### src/rtl/wseq_pkg.sv
package wseq_pkg;

    typedef enum logic [2:0] {
        ST_IDLE,
        ST_SELECT,
        ST_LOW,
        ST_HIGH,
        ST_PARK,
        ST_RELEASE,
        ST_DONE
    } wseq_state_e;

    // Clock cycles covering a minimum time, rounded up, at least one.
    function automatic int ns_to_cyc(input int t_ns, input int period_ns);
        int c;
        c = (t_ns + period_ns - 1) / period_ns;
        return (c < 1) ? 1 : c;
    endfunction

    function automatic int imax(input int a, input int b);
        return (a > b) ? a : b;
    endfunction

endpackage

### src/rtl/wseq_timer.sv
module wseq_timer #(
    parameter int CW = 8
) (
    input  logic          clk,
    input  logic          rst_n,
    input  logic          load,
    input  logic [CW-1:0] load_val,
    output logic          expired
);

    logic [CW-1:0] cnt_q;

    // A phase loaded with N lasts N cycles: expired in its last cycle.
    always_ff @(posedge clk or negedge rst_n) begin
        if (!rst_n) begin
            cnt_q <= '0;
        end else if (load) begin
            cnt_q <= load_val - CW'(1);
        end else if (cnt_q != '0) begin
            cnt_q <= cnt_q - CW'(1);
        end
    end

    assign expired = (cnt_q == '0);

endmodule

### src/rtl/wseq_shadow.sv
module wseq_shadow #(
    parameter int TAP_W     = 5,
    parameter int RESET_TAP = 15
) (
    input  logic             clk,
    input  logic             rst_n,
    input  logic             accept,
    input  logic [TAP_W-1:0] target,
    input  logic             step,
    output logic [TAP_W-1:0] pos,
    output logic             up,
    output logic [TAP_W-1:0] remaining
);

    localparam logic [TAP_W-1:0] MAX_TAP = {TAP_W{1'b1}};

    logic [TAP_W-1:0] pos_q;
    logic             up_q;
    logic [TAP_W-1:0] rem_q;

    always_ff @(posedge clk or negedge rst_n) begin
        if (!rst_n) begin
            pos_q <= TAP_W'(RESET_TAP);
            up_q  <= 1'b0;
            rem_q <= '0;
        end else if (accept) begin
            up_q  <= (target > pos_q);
            rem_q <= (target > pos_q) ? (target - pos_q) : (pos_q - target);
        end else if (step) begin
            if (up_q) begin
                pos_q <= (pos_q == MAX_TAP) ? pos_q : pos_q + TAP_W'(1);
            end else begin
                pos_q <= (pos_q == '0) ? pos_q : pos_q - TAP_W'(1);
            end
            rem_q <= (rem_q == '0) ? rem_q : rem_q - TAP_W'(1);
        end
    end

    assign pos       = pos_q;
    assign up        = up_q;
    assign remaining = rem_q;

    // the shadow never jumps by more than one tap
    a_r2_unit_step: assert property (@(posedge clk) disable iff (!rst_n)
        (pos_q != $past(pos_q)) |->
            ((pos_q == $past(pos_q) + TAP_W'(1)) || (pos_q == $past(pos_q) - TAP_W'(1))));

    // the shadow moves only in the direction taken at acceptance
    a_r2_dir_follow: assert property (@(posedge clk) disable iff (!rst_n)
        (pos_q != $past(pos_q)) |-> ((pos_q > $past(pos_q)) == $past(up_q)));

endmodule

### src/rtl/wiper_seq.sv
module wiper_seq
    import wseq_pkg::*;
#(
    parameter int CLK_PERIOD_NS   = 10,
    parameter int T_SEL_SETUP_NS  = 100,
    parameter int T_DIR_SETUP_NS  = 2900,
    parameter int T_STEP_LOW_NS   = 1000,
    parameter int T_STEP_HIGH_NS  = 1000,
    parameter int T_DIR_HOLD_NS   = 100,
    parameter int T_STEP_DESEL_NS = 1000,
    parameter int T_DESEL_NS      = 100,
    parameter int TAP_W           = 5,
    parameter int RESET_TAP       = 15
) (
    input  logic             clk,
    input  logic             rst_n,
    input  logic             start,
    input  logic [TAP_W-1:0] target,
    output logic             sel_n,
    output logic             dir_up,
    output logic             step_n,
    output logic [TAP_W-1:0] tap,
    output logic             busy,
    output logic             done
);

    localparam int SEL_CYC   = imax(ns_to_cyc(T_SEL_SETUP_NS, CLK_PERIOD_NS),
                                    ns_to_cyc(T_DIR_SETUP_NS, CLK_PERIOD_NS));
    localparam int LOW_CYC   = ns_to_cyc(T_STEP_LOW_NS, CLK_PERIOD_NS);
    localparam int HIGH_CYC  = ns_to_cyc(T_STEP_HIGH_NS, CLK_PERIOD_NS);
    localparam int PARK_CYC  = imax(ns_to_cyc(T_STEP_DESEL_NS, CLK_PERIOD_NS),
                                    ns_to_cyc(T_DIR_HOLD_NS, CLK_PERIOD_NS));
    localparam int DESEL_CYC = ns_to_cyc(T_DESEL_NS, CLK_PERIOD_NS);
    localparam int MAX_CYC   = imax(imax(SEL_CYC, LOW_CYC),
                                    imax(imax(HIGH_CYC, PARK_CYC), DESEL_CYC));
    localparam int CW        = $clog2(MAX_CYC + 1);

    wseq_state_e      state_q, state_d;
    logic             t_load, t_expired;
    logic [CW-1:0]    t_val;
    logic             accept, step;
    logic [TAP_W-1:0] remaining;

    assign accept = (state_q == ST_IDLE) && start;
    assign step   = (state_q != ST_LOW) && (state_d == ST_LOW);
    assign t_load = (state_q != state_d);

    // State register
    always_ff @(posedge clk or negedge rst_n) begin
        if (!rst_n) begin
            state_q <= ST_IDLE;
        end else begin
            state_q <= state_d;
        end
    end

    // Next state
    always_comb begin
        state_d = state_q;
        unique case (state_q)
            ST_IDLE: begin
                if (start) begin
                    state_d = (target == tap) ? ST_DONE : ST_SELECT;
                end
            end
            ST_SELECT:  if (t_expired) state_d = ST_LOW;
            ST_LOW:     if (t_expired) state_d = (remaining == '0) ? ST_PARK : ST_HIGH;
            ST_HIGH:    if (t_expired) state_d = ST_LOW;
            ST_PARK:    if (t_expired) state_d = ST_RELEASE;
            ST_RELEASE: if (t_expired) state_d = ST_DONE;
            ST_DONE:    state_d = ST_IDLE;
            default:    state_d = ST_IDLE;
        endcase
    end

    // Phase length of the state being entered
    always_comb begin
        unique case (state_d)
            ST_SELECT:  t_val = CW'(SEL_CYC);
            ST_LOW:     t_val = CW'(LOW_CYC);
            ST_HIGH:    t_val = CW'(HIGH_CYC);
            ST_PARK:    t_val = CW'(PARK_CYC);
            ST_RELEASE: t_val = CW'(DESEL_CYC);
            default:    t_val = CW'(1);
        endcase
    end

    // Outputs
    always_comb begin
        sel_n  = 1'b1;
        step_n = 1'b1;
        busy   = 1'b1;
        done   = 1'b0;
        unique case (state_q)
            ST_IDLE:    busy = 1'b0;
            ST_SELECT:  sel_n = 1'b0;
            ST_LOW: begin
                sel_n  = 1'b0;
                step_n = 1'b0;
            end
            ST_HIGH:    sel_n = 1'b0;
            ST_PARK:    sel_n = 1'b0;
            ST_RELEASE: sel_n = 1'b1;
            ST_DONE:    done = 1'b1;
            default:    busy = 1'b0;
        endcase
    end

    wseq_timer #(.CW(CW)) u_timer (
        .clk      (clk),
        .rst_n    (rst_n),
        .load     (t_load),
        .load_val (t_val),
        .expired  (t_expired)
    );

    wseq_shadow #(.TAP_W(TAP_W), .RESET_TAP(RESET_TAP)) u_shadow (
        .clk       (clk),
        .rst_n     (rst_n),
        .accept    (accept),
        .target    (target),
        .step      (step),
        .pos       (tap),
        .up        (dir_up),
        .remaining (remaining)
    );

    // increment strobe only inside a select window
    a_r5_step_in_window: assert property (@(posedge clk) disable iff (!rst_n)
        !step_n |-> !sel_n);

    // deselect only with the strobe parked high
    a_r5_park_on_release: assert property (@(posedge clk) disable iff (!rst_n)
        $rose(sel_n) |-> (step_n && $past(step_n)));

    // direction stays put for the whole select window
    a_r7_dir_steady: assert property (@(posedge clk) disable iff (!rst_n)
        (!sel_n && !$past(sel_n)) |-> $stable(dir_up));

    // completion is a single-cycle pulse
    a_r6_done_single: assert property (@(posedge clk) disable iff (!rst_n)
        done |=> !done);

    // a request during a move does not reopen the select window
    a_r9_busy_ignores: assert property (@(posedge clk) disable iff (!rst_n)
        (busy && !sel_n && start) |=> $stable(dir_up));

endmodule

### config.mk
export PLATFORM = sky130hd
export DESIGN_NAME = wiper_seq
export DESIGN_NICKNAME = d
export VERILOG_FILES = /design/src/rtl/wseq_pkg.sv /design/src/rtl/wseq_timer.sv /design/src/rtl/wseq_shadow.sv /design/src/rtl/wiper_seq.sv
export SDC_FILE = /design/constraint.sdc
export NUM_CORES = 1
export LEC_CHECK = 0
export ABC_AREA = 1
export BUFFER_PORTS_ARGS = -buffer_cell sky130_fd_sc_hd__clkbuf_2
export CAP_MARGIN = 20
export CORE_UTILIZATION = 35
export CTS_BUF_LIST = sky130_fd_sc_hd__clkbuf_4 sky130_fd_sc_hd__clkbuf_8
export DETAILED_ROUTE_END_ITERATION = 8
export SLEW_MARGIN = 20
export SYNTH_ARGS = -nofsm -noshare
export SYNTH_HDL_FRONTEND = slang
export SYNTH_SLANG_ARGS = --single-unit
### constraint.sdc
create_clock -name clk -period 3.5 [get_ports clk]
set_input_delay 0.525 -clock clk [delete_from_list [all_inputs] [get_ports clk]]
set_output_delay 0.525 -clock clk [all_outputs]
set_load 0.01 [all_outputs]
==> key figures <==
Yosys
  • Most frequent cell after synthesis: sky130_fd_sc_hd__nand2_1
  • Syn nets: about 320
  • Synthesized cell area: between 0.002 and 0.0025 mm²
  • Leading area contributor after synthesis: sky130_fd_sc_hd__dfrtp_1
  • Top FF cell, synth: sky130_fd_sc_hd__dfrtp_1
  • Fraction of synthesis flops using an asynchronous set or reset pin: 1.000
  • Fraction of post-synthesis cell area in the top cell type by area: 0.2303
  • Post-Synthesis Mean Instance Area: approximately 7.1 µm²
  • Sequential fraction of the synthesis area: 0.2812
  • Synth area leaders: sky130_fd_sc_hd__dfrtp_1, sky130_fd_sc_hd__nand2_1, sky130_fd_sc_hd__ha_1
  • List of most frequent post-synthesis cells: sky130_fd_sc_hd__nand2_1, sky130_fd_sc_hd__inv_1, sky130_fd_sc_hd__nand3_1
  • Number of warnings reported in the yosys synthesis log: 0
  • Post-synth EDFFs: 0
  • Syn Inst Count: between 200 and 300
  • Number of register bits inferred by synthesis: 23
  • Post-synthesis cell type count: 33

Critical path
  • Critical path launch point type: flop
  • Critical path depth in cells: 18
  • R2r worst-path depth: 18
  • Critical Path RT: between 3 and 4 ns
  • Kind of end point of the critical path: flop
  • Slowest stage cell, crit path: sky130_fd_sc_hd__dfstp_2
  • WS Path Type: reg2reg
  • Number of buffer and inverter stages on the critical path: 0
  • Data arrival time of the worst path: 2.98 ns
  • Max FO, Critical Path: 7
  • Crit-path max cell delay: 0.62 ns
  • End of the worst register-to-register path: u_timer.cnt_q[8]
  • Cell-by-cell listing of the critical path: ha_1, nand2_2, nor2_2, nand2_2, nor2_2, nor2_1, nand2_1, nand2_1, nor2_1, nand2_1, nand2_2, nand2_4, nand3_2, ha_1, nand3_2, nor2_2, nand3_1, a21oi_1
  • Critical register-to-register path startpoint: u_shadow.pos[2]
  • Reg-to-reg slack, setup: 0.71 ns
  • Cell class contributing the biggest share of worst-path delay: simple AND/OR/NAND/NOR gates

Cells and area
  • Number of nets in the layout: 336
  • Ant diodes: 0
  • Finished Layout Cells: 381
  • Layout area overhead: 10.36%
  • Share of layout cells above drive strength 1: 0.1974
  • Total area of multi-input combinational cells: 0.001292 mm²
  • Post-route standard cell area excluding fillers: 0.002278 mm²
  • Area occupied by registers: 580.6 µm²
  • Final cell utilization of the core: 0.4063
  • FILL cells: 593

Clocking
  • Cell at the root of the clock tree: sky130_fd_sc_hd__clkbuf_8
  • Depth of the CTS H-tree: 1
  • CTS clock-pin slew for the worst setup and hold paths: 0.09 ns
  • Clock net sink count: 23
  • Number of CTS-inserted buffers: 3
  • Post-CTS Repair Setup Buffers: 0
  • Quantity of gates resized following cts: 0
  • Hold Buf Count CTS: 0
  • Latest clock arrival within the worst-skew pair: 0.26 ns
  • Maximum clock path buffer count: 2
  • Clock tree from TritonCTS: yes

Placed design
  • Post-place instance area: 0.002232 mm²
  • Worst setup timing slack at the placement stage: 0.5409 ns
  • Number of buffers added on ports: 17
  • Dpl hpwl: 3776 µm
  • Gpl congestion: 0.8221
  • Number of cells after detailed placement: 377

Timing
  • Part of the cycle the worst path needs: 0.7961
  • Max Fclk: 358.9 MHz
  • Worst slew margin relative to its limit: 0.5839
  • Worst Tran Pin Value: 0.6241 ns
  • Min Tclk post-route: 2.786 ns
  • Fin Setup TNS: 0 ns
  • Worst clock skew on the final layout: 0.002935 ns
  • Unrepaired setup endpoints after global routing: false
  • Final count of pins violating max slew: 0
  • Total of endpoints with negative setup slack in the final report: 0
  • Final Worst Setup Slack: 0.7138 ns
  • Count of final hold-check violations: 0

Route
  • Number of search-and-repair iterations in the first detailed-routing pass: 5
  • Vias after detailed routing: 1893
  • DR WL/cell: 12.51 µm
  • Number of nets still failing antenna checks after routing: 0
  • Detailed Route WL: 4766 µm
  • Vias per inst: roughly 5.0
  • Number of DRC violations after detailed-routing iteration 0: 98
  • DRC: 0

Hold path
  • Min-Delay Path Class: in2async

Power and ir drop
  • Leakage: 1.158 nW
  • Pwr Density: 204.8 mW/mm²
  • Worst voltage drop across the vdd grid: between 0.0001 and 0.00015 V

Floorplanning
  • Die footprint: ~0.0062 mm²
  • I/O pin cnt: 18
  • Floorplan core area: around 0.0056 mm²
  • Starting density of the core: 0.3681
  • Die W: 78.80 µm
  • Number of placement rows: 27
  • Die H: a little under 80 µm

GRT
  • Largest net degree at the start of global routing: 24
  • Global route overflow: 0
  • Number of global-route vias before repair: 1836
  • Gr usage total: 0.1680
  • Wire length of the first global-routing pass: 8314 µm
  • Number of antenna violations at the first check in global routing: 0

Outcome
  • Result of the run: completed

Flow run
  • MaxCap Viol Count: 0
final cells by class:
class | count | area share
inverters | 47 | 0.07743
clock buffers | 3 | 0.01812
flip-flops and latches | 23 | 0.2548
well taps | 72 | 0.03954
multi-input cells | 217 | 0.5673
repair buffers | 18 | 0.04064
clock inverters | 1 | 0.002197
per-layer routing:
layer | track usage | vias to the layer above | part of all wire
met1 | 0.2335 | 855 | 0.50
met4 | 0.03889 | 0 | 0.013
met2 | 0.2817 | 54 | 0.45
li1 | - | 978 | -
met3 | 0.01379 | 6 | 0.039
met5 | 0 | - | 0
worst max-delay path by stage:
| stage | startpoint | end | slack, ns |
|---|---|---|---|
| after floorplan | target[2] | u_timer.cnt_q[8] | 0.91 |
| after CTS | u_shadow.pos[2] | u_timer.cnt_q[8] | 0.71 |
| final | u_shadow.pos[2] | u_timer.cnt_q[8] | 0.71 |
| after global routing | u_shadow.pos[2] | u_timer.cnt_q[8] | 0.38 |
| after global placement | target[2] | u_timer.cnt_q[8] | 0.65 |
| after detailed placement | target[2] | u_timer.cnt_q[8] | 0.54 |
cells by family (layout without fill, tap and decap cells):
| logic type | Yosys count | after routing | share of synthesized area |
|---|---|---|---|
| adder cells (fa/ha/maj) | 18 | 18 | 0.1200 |
| XOR/XNOR | 7 | 7 | 0.02970 |
| flip-flops | 23 | 23 | 0.2812 |
| buffers and inverters | 50 | 69 | 0.09273 |
| AND/OR/NAND/NOR | 149 | 149 | 0.3588 |
| AO/OA/AOI/OAI | 43 | 43 | 0.1176 |
layout by cell type (no fill, tap or decap), drive strengths merged:
cell,count
a211oi,1
a21oi,17
a311oi,1
a31oi,2
buf,1
clkbuf,20
clkinv,1
dfrtp,19
dfstp,4
fa,3
ha,15
inv,47
nand2,66
nand3,35
nand3b,3
nand4,2
nor2,35
nor3,4
nor3b,1
nor4,1
o211ai,2
o21ai,17
o21bai,2
o22ai,1
or2,2
xnor2,1
xor2,6
power breakdown:
| group | internal, mW | switching (mW) |
|---|---|---|
| combinational | 0.0122 | 0.0223 |
| sequential | 0.266 | 0 |
| clock | 0.0794 | 0.0870 |
through the flow:
stage / total power [mW] / hold slack (ns)
after floorplan: 0.2898 / 0.2294
after global placement: 0.3052 / 0.5581
after detailed placement: 0.3054 / 0.5549
after CTS: 0.4735 / 0.2873
after global routing: 0.4874 / 0.3081
final: 0.4666 / 0.2619
flip-flops by register name (all words and copies together), names as in the netlist:
register and cells:
u_shadow.remaining 5, u_timer.cnt_q 9, u_shadow.pos 5, state_q 3, u_shadow.up 1
Power figures use the tool's default switching activity.
